File: src/rtl/fsk_rx_pkg.sv
// Package: shared types for the FSK receive path.
// Assumes: nothing beyond IEEE 1800-2017.
package fsk_rx_pkg;
    // Tone decided from one half period of the comparator signal
    typedef enum logic {
        TONE_SPACE = 1'b0,
        TONE_MARK  = 1'b1
    } tone_e;

    // Counter width that can hold a gap up to lim clocks, plus a saturated value above it
    function automatic int gap_width(input int lim);
        return $clog2(lim + 2);
    endfunction
endpackage

File: src/rtl/fsk_rx_sync.sv
// Module: multi-flop synchronizer for an asynchronous single-bit input.
// Assumes: STAGES >= 2; the reset value is 0.
module fsk_rx_sync #(
    parameter int STAGES = 2
) (
    input  logic clk,
    input  logic rst_n,
    input  logic async_in,
    output logic sync_out
);
    logic [STAGES-1:0] chain;

    // Shift the asynchronous level through the flop chain
    always_ff @(posedge clk) begin
        if (!rst_n) chain <= '0;
        else        chain <= {chain[STAGES-2:0], async_in};
    end

    assign sync_out = chain[STAGES-1];
endmodule

File: src/rtl/fsk_rx_interval.sv
// Module: edge detector and gap timer. On each transition of the synchronized
// level it reports the number of clocks since the previous transition. It
// pulses silence_stb once when SILENCE clocks pass with no transition.
// Assumes: the input is already synchronous. The counter starts saturated, so
// the first gap after reset always reads as too long.
module fsk_rx_interval #(
    parameter int CNT_W   = 9,
    parameter int SILENCE = 300
) (
    input  logic             clk,
    input  logic             rst_n,
    input  logic             lvl,
    output logic             ivl_stb,
    output logic [CNT_W-1:0] ivl_len,
    output logic             silence_stb
);
    localparam logic [CNT_W-1:0] SAT     = '1;
    localparam logic [CNT_W-1:0] SIL_CNT = CNT_W'(SILENCE);

    logic             prev_lvl;
    logic [CNT_W-1:0] cnt;
    logic             edge_w;

    assign edge_w = lvl ^ prev_lvl;

    // Time the gap between transitions and flag silence
    always_ff @(posedge clk) begin
        if (!rst_n) begin
            prev_lvl    <= 1'b0;
            cnt         <= SAT;
            ivl_stb     <= 1'b0;
            ivl_len     <= '0;
            silence_stb <= 1'b0;
        end else begin
            prev_lvl    <= lvl;
            ivl_stb     <= edge_w;
            silence_stb <= !edge_w && (cnt == SIL_CNT);
            if (edge_w) begin
                ivl_len <= cnt;
                cnt     <= CNT_W'(1);
            end else if (cnt != SAT) begin
                cnt     <= cnt + CNT_W'(1);
            end
        end
    end
endmodule

File: src/rtl/fsk_rx_tracker.sv
// Module: tone classifier and carrier qualifier. It judges each reported gap
// as in band or not, counts runs of in-band and out-of-band gaps, and forces
// the data output to the idle mark level while no carrier is declared.
// Assumes: ivl_stb and silence_stb are never high in the same cycle.
module fsk_rx_tracker #(
    parameter int CNT_W   = 9,
    parameter int SPLIT   = 148,
    parameter int MIN_IVL = 80,
    parameter int MAX_IVL = 240,
    parameter int ACQ     = 8,
    parameter int LOSS    = 4
) (
    input  logic             clk,
    input  logic             rst_n,
    input  logic             ivl_stb,
    input  logic [CNT_W-1:0] ivl_len,
    input  logic             silence_stb,
    output logic             carrier_det,
    output logic             rx_data
);
    import fsk_rx_pkg::*;

    localparam int GW = $clog2(ACQ + 1);
    localparam int BW = $clog2(LOSS + 1);

    logic [GW-1:0] good_q, good_n;
    logic [BW-1:0] bad_q, bad_n;
    logic          cd_q, cd_n;
    tone_e         tone_q, tone_n, tone_w;
    logic          rx_q, rx_n;
    logic          in_band;

    assign in_band = (ivl_len >= CNT_W'(MIN_IVL)) && (ivl_len <= CNT_W'(MAX_IVL));
    assign tone_w  = (ivl_len >= CNT_W'(SPLIT)) ? TONE_MARK : TONE_SPACE;

    // Next-state: run counters, carrier state, held tone and idle-forced data
    always_comb begin
        good_n = good_q;
        bad_n  = bad_q;
        cd_n   = cd_q;
        tone_n = tone_q;
        if (ivl_stb) begin
            if (in_band) begin
                bad_n  = '0;
                tone_n = tone_w;
                if (good_q != GW'(ACQ)) good_n = good_q + GW'(1);
                if (good_n == GW'(ACQ)) cd_n = 1'b1;
            end else begin
                good_n = '0;
                if (bad_q != BW'(LOSS)) bad_n = bad_q + BW'(1);
                if (bad_n == BW'(LOSS)) cd_n = 1'b0;
            end
        end else if (silence_stb) begin
            good_n = '0;
            bad_n  = '0;
            cd_n   = 1'b0;
        end
        rx_n = cd_n ? logic'(tone_n) : 1'b1;
    end

    // Register the qualifier state and the outputs
    always_ff @(posedge clk) begin
        if (!rst_n) begin
            good_q <= '0;
            bad_q  <= '0;
            cd_q   <= 1'b0;
            tone_q <= TONE_MARK;
            rx_q   <= 1'b1;
        end else begin
            good_q <= good_n;
            bad_q  <= bad_n;
            cd_q   <= cd_n;
            tone_q <= tone_n;
            rx_q   <= rx_n;
        end
    end

    assign carrier_det = cd_q;
    assign rx_data     = rx_q;
endmodule

File: src/rtl/fsk_rx_demod.sv
// Module: top of the FSK receive demodulator. Chain: synchronizer, gap timer,
// tone/carrier tracker.
// Assumes: clk is the 460.8 kHz sampling clock and cmp_in is asynchronous to it.
module fsk_rx_demod #(
    parameter int SYNC_STAGES = 2,
    parameter int TONE_SPLIT  = 148,
    parameter int MIN_IVL     = 80,
    parameter int MAX_IVL     = 240,
    parameter int ACQ_RUN     = 8,
    parameter int LOSS_RUN    = 4,
    parameter int SILENCE     = 300
) (
    input  logic clk,
    input  logic rst_n,
    input  logic cmp_in,
    output logic rx_data,
    output logic carrier_det
);
    localparam int CNT_W = fsk_rx_pkg::gap_width((SILENCE > MAX_IVL) ? SILENCE : MAX_IVL);

    logic             lvl_s;
    logic             ivl_stb;
    logic [CNT_W-1:0] ivl_len;
    logic             silence_stb;

    fsk_rx_sync #(.STAGES(SYNC_STAGES)) u_sync (
        .clk      (clk),
        .rst_n    (rst_n),
        .async_in (cmp_in),
        .sync_out (lvl_s)
    );

    fsk_rx_interval #(.CNT_W(CNT_W), .SILENCE(SILENCE)) u_ivl (
        .clk         (clk),
        .rst_n       (rst_n),
        .lvl         (lvl_s),
        .ivl_stb     (ivl_stb),
        .ivl_len     (ivl_len),
        .silence_stb (silence_stb)
    );

    fsk_rx_tracker #(
        .CNT_W   (CNT_W),
        .SPLIT   (TONE_SPLIT),
        .MIN_IVL (MIN_IVL),
        .MAX_IVL (MAX_IVL),
        .ACQ     (ACQ_RUN),
        .LOSS    (LOSS_RUN)
    ) u_trk (
        .clk         (clk),
        .rst_n       (rst_n),
        .ivl_stb     (ivl_stb),
        .ivl_len     (ivl_len),
        .silence_stb (silence_stb),
        .carrier_det (carrier_det),
        .rx_data     (rx_data)
    );
endmodule

File: config.mk
export PLATFORM = sky130hd
export DESIGN_NAME = fsk_rx_demod
export DESIGN_NICKNAME = d
export VERILOG_FILES = /design/src/rtl/fsk_rx_pkg.sv /design/src/rtl/fsk_rx_sync.sv /design/src/rtl/fsk_rx_interval.sv /design/src/rtl/fsk_rx_tracker.sv /design/src/rtl/fsk_rx_demod.sv
export SDC_FILE = /design/constraint.sdc
export NUM_CORES = 1
export LEC_CHECK = 0
export ABC_AREA = 1
export BUFFER_PORTS_ARGS = -buffer_cell sky130_fd_sc_hd__clkbuf_2
export CORE_MARGIN = 8
export CORE_UTILIZATION = 54
export DETAILED_ROUTE_END_ITERATION = 16
export PLACE_DENSITY = 0.74
export SYNTH_ARGS = -nofsm -noshare
export SYNTH_HDL_FRONTEND = slang
export SYNTH_SLANG_ARGS = --single-unit
File: constraint.sdc
create_clock -name clk -period 1.7 [get_ports clk]
set_clock_uncertainty 0.05 [all_clocks]
set_input_delay 0.17 -clock clk [delete_from_list [all_inputs] [get_ports clk]]
set_output_delay 0.17 -clock clk [all_outputs]
set_load 0.05 [all_outputs]
# After elaboration in Yosys (flattened, before gate mapping)
# Cells that the tools add are included.
# totals
regBits,33
in_bits,3
# op_classes
add_sub_neg,3
n_lt_le_gt_ge,3
eq_ne,6
mux,22
bitwise,2
reduce_logical,7
# op_table
operator,count
$mux W4,6
$mux W3,6
$mux W9,2
$add A9 B1 Y9 const B,1
$eq A9 B9 Y1 const B,1
$ge A9 B7 Y1 const B,1
$ge A9 B8 Y1 const B,1
$le A9 B8 Y1 const B,1
$ne A9 B9 Y1 const B,1
$mux W1,8
$add A4 B1 Y4 const B,1
$eq A4 B4 Y1 const B,1
$ne A4 B4 Y1 const B,1
$reduce_bool A2 Y1,2
$add A3 B1 Y3 const B,1
$eq A3 B3 Y1 const B,1
$ne A3 B3 Y1 const B,1
$logic_and A1 B1 Y1,2
$reduce_and A2 Y1,1
$reduce_or A2 Y1,1
$logic_not A1 Y1,1
$not A1 Y1,1
$xor A1 B1 Y1,1

# Depth between registers and ports, before layout
# depth
word_depth,9
depth_mapped,12
mapped_depth_nobuf,12

# Hierarchy
# Synthesis repeated with hierarchy kept, for this count alone.
# unflattened
hier_cells,241
area_unflattened_um2,1670.4
# modules_own_cells
module,n_inst,cells_per_inst,area_each_um2,seq_area_each_um2
fsk_rx_interval,1,132,979.7,420.4
fsk_rx_tracker,1,103,635.6,200.2
fsk_rx_sync,1,6,55.1,40.0

# Worst setup path before layout
# Ideal clock, no wire load.
# synth_path
kind,reg2reg
startpoint,register u_ivl.cnt[0]
endpoint,register u_ivl.cnt[7]
setup_ns,0.125
arrival_ns,1.442
setup_slack_ns,0.084
stages_incl_launch_ff,11
n_path_buf,0
period_less_slack_ns,1.616
path_cell_list,dfxtp_1 -> ha_1 -> nand3_1 -> nor3_1 -> ha_1 -> inv_1 -> nand3_1 -> nor2_2 -> nand4_1 -> nand3_1 -> nand2_1
# synth_via
elab_chain_cells,3
elab_cells_between_ends,5
# synth_rtl
element,line,source
start: declaration,fsk_rx_interval.sv:21,logic [CNT_W-1:0] cnt;
start signal: assignment,fsk_rx_interval.sv:42,cnt <= cnt + CNT_W'(1);
$add A9 B1 Y9,fsk_rx_interval.sv:42,
$mux W9,fsk_rx_interval.sv:41,end else if (cnt != SAT) begin
$mux W9,fsk_rx_interval.sv:38,if (edge_w) begin
# Parallel ways exist; a longest one is shown, timed or not. The select of a mux whose other input is x is not followed.
# A chain may end at the register's enable or synchronous reset.

# Worst setup path after layout
# layout_path
startpoint,register u_ivl.cnt[0]
endpoint,register u_ivl.cnt[1]
# The elaborated chain is that of the path after synthesis.

==> qor.yml <==
worstPathMaxFanout: 5
nNetsFinal: 249
grt_max_degree: 14
met3WireLength_um: 104
wire_per_inst_um: 11.80
dieArea_mm2: 0.004961
synth.distinct_cells: 23
cts_root_buf: "clkbuf_4"
max_cap_viol_count: 0
cts_tree: "yes"
irDropWorstVdd_v: 0.0007377
clk_path_buf_depth: 2
die_y_um: 70.44
r2r_start: "u_ivl.cnt[0]$_SDFFE_PP1N_"
hold_viol_final: 0
numPortBuffers: 4
netlist_area_mm2: 0.001600
synthTopCellsByArea: "dfxtp_1, nand2_1, inv_1"
synth.avg_cell_area_um2: 7.176
ant_nets: 0
first_pass_iters: 4
num_rows: 19
p_leak_nw: 0.8305
power_density_mw_per_mm2: 1014
synthArstFlopShare_pct: 0
drive_above_1_share_pct: 18.33
htreeDepth: 2
hold_start: "rst_n"
synth_cells: 223
cp-start-kind: "flip-flop"
syn_nets: 233
cts.clk_slew.worst_paths_ns: 0.09
synth_edf_count: 0
synth-seq-area-share_pct: 41.28
worst_pin_slew_ns: 0.4909
fin_crit_ns: 1.636
yosys_warnings: 0
top_layer: "met4"
initial_utilization_pct: 57.53
r2r_cells: 9
end_kind: "flip-flop"
crit_chain: "ha_4 > nand3_2 > nor3_2 > ha_2 > inv_4 > buf_6 > a21oi_1 > nand2_1 > o21ai_0"
final_util_pct: 66.31
fin_crit_sh_pct: 96.21
ys.flop_type: "dfxtp_1"
io_pins: 5
postLayoutCellArea_mm2: 0.001844
run_status: "finished clean"
hold_path_depth: 2
cp.arrival_ns: 1.83
core-area_mm2: 0.002781
whs_ns: 0.1225
cts_made_buffers: 5
antenna_found_initial: 0
globalplace.congestion: 0.8477
routed_wl_mm: 3.198
worstHoldPathType: "input pin to flip-flop"
slowest_stage: "dfxtp_4"
track_usage_pct: 13.37
rsz0062_at_grt: "true"
cts_sinks: 33
drt_iter0_drc: 114
synth_top_area_cell: "dfxtp_1"
viasPerCell: 5.251
path_class: "flip-flop to flip-flop"
insertion_delay_ns: 0.33
cpPeakStageDelay_ns: 0.38
synth_top_area_share_pct: 41.28
worst_r2r_endpoint: "u_ivl.cnt[1]$_SDFFE_PN1P_"
critical_path_required_ns: 1.90
report.power.total_mw: 1.871
ff2ff_setup_slack_ns: 0.06
dpl_cell_area_mm2: 0.001683
dp_hpwl_mm: 2.282
routedLengthMet1_mm: 1.352
setup_viol: 0
die_x_um: 70.44
vias: 1423
grt-ovfl-total: 0
grt_first_pass_wirelength_mm: 5.437
ys_ff_latch: 33
fmax_mhz: 611.4
min_to: "u_trk.tone_q$_SDFF_PN1_"
first_global_vias: 1315
wl_met2_mm: 1.713
area_delta_synth_final_pct: 15.25
slew_headroom_pct: 67.15
drcViolationCount: 0
antenna_cells: 0
drv_slew: 0
-- layer usage --
| metal | vias up | GRT usage [%] |
|---|---|---|
| met2 | 16 | 23.74 |
| met5 | - | 0 |
| met1 | 646 | 13.57 |
| met3 | 4 | 4.802 |
| li1 | 757 | - |
| met4 | 0 | 6.027 |
-- registers in the layout, summed over array words and instances (netlist names) --
register and count:
u_trk.good_q 4, u_trk.tone_q 1, u_ivl.ivl_stb 1, u_trk.bad_q 3, u_ivl.prev_lvl 1, u_trk.rx_data 1, u_ivl.cnt 9, u_ivl.silence_stb 1
u_trk.carrier_det 1, u_sync.chain 2, u_ivl.ivl_len 9
-- worst max-delay path by stage --
stage / endpoint / slack (ns) / from
2_1_floorplan: u_ivl.cnt[7]$_SDFFE_PN1P_ / 0.08 / u_ivl.cnt[0]$_SDFFE_PP1N_
3_3_place_gp: u_ivl.cnt[7]$_SDFFE_PN1P_ / 0.06 / u_ivl.cnt[0]$_SDFFE_PP1N_
3_5_place_dp: u_ivl.cnt[8]$_SDFFE_PN1P_ / -0.04 / u_ivl.cnt[0]$_SDFFE_PP1N_
4_1_cts: u_ivl.cnt[7]$_SDFFE_PN1P_ / 0.001 / u_ivl.cnt[0]$_SDFFE_PP1N_
5_1_grt: u_ivl.cnt[2]$_SDFFE_PN1P_ / -0.06 / u_ivl.cnt[0]$_SDFFE_PP1N_
6_report: u_ivl.cnt[1]$_SDFFE_PN1P_ / 0.06 / u_ivl.cnt[0]$_SDFFE_PP1N_
-- stage by stage --
| step | cells | setup slack, ns | TNS (ns) |
|---|---|---|---|
| 5_1_grt | 271 | -0.05711 | -0.1195 |
| 4_1_cts | 269 | 0.001166 | 0 |
| 2_1_floorplan | 223 | 0.08354 | 0 |
| 3_3_place_gp | 260 | 0.06306 | 0 |
| 3_5_place_dp | 260 | -0.04062 | -0.1675 |
| 6_report | 271 | 0.06449 | 0 |
-- cell families (layout without fill, tap and decap cells) --
| kind of cell | Yosys count | after routing | synth area share, % |
|---|---|---|---|
| compound gates | 34 | 34 | 11.18 |
| xor+xnor | 1 | 1 | 0.5474 |
| fa+ha+maj | 7 | 7 | 5.473 |
| buf+inv | 35 | 52 | 8.366 |
| flops | 33 | 33 | 41.28 |
| simple gates | 113 | 113 | 33.15 |
-- synth_stat cells, types with 2 or more instances --
cell / number
inv_1: 30
ha_1: 7
inv_2: 2
nor2_1: 11
o22ai_1: 3
nand4_1: 11
a21oi_1: 15
nor2_2: 2
nand3_1: 15
o21ai_0: 14
buf_2: 2
nor3_1: 2
nand2_2: 3
dfxtp_1: 33
nand2_4: 2
nand2_1: 62
nor2_4: 3
-- report_power, final --
part	switching, mW	total (mW)	internal [mW]
Clock	0.255	0.606	0.351
Combinational	0.223	0.371	0.147
Sequential	0.0546	0.894	0.839
-- cell type report --
class,instances,area (µm²)
multi-input combinational,155,843.3
inverter,32,122.6
tap,31,38.79
clock inverter,1,30.03
sequential,33,668.1
timing repair buffer,12,86.33
clock buffer,7,55.05
fill,227,937.1
-- critical path: cells and delay by family (launching register included) --
| kind | cells | cell delay [ns] |
|---|---|---|
| simple gates | 3 | 0.31 |
| fa+ha+maj | 2 | 0.37 |
| compound gates | 2 | 0.27 |
| flops | 1 | 0.38 |
| buf+inv | 2 | 0.18 |
-- timing repair --
| item | 4_1_cts | 5_1_grt |
|---|---|---|
| hold buffers | 1 | 0 |
| endpoints found under the setup margin | 7 | 8 |
| resized for setup | 3 | 15 |
| endpoints found under the hold margin | 1 | 0 |
| pin swaps | 1 | 5 |
| setup buffers | 0 | 2 |
| gates cloned | 0 | 0 |
-- placed cells by master, fill, tap and decap left out, types with 3 or more instances in the layout --
master    netlist  routed
inv_2           2       3
o21ai_0        14      13
clkbuf_4        0       5
buf_4           0       6
nand3_1        15      13
clkbuf_2        0       4
inv_1          30      28
dfxtp_2         0       3
o22ai_1         3       3
nor2_4          3       3
nand2_2         3       3
dfxtp_1        33      29
a21oi_1        15      15
nand4_1        11      11
nand2_4         2       3
nor2_1         11      11
nand2_1        62      61
ha_1            7       5
No activity file was read; power rests on OpenSTA's default activity.
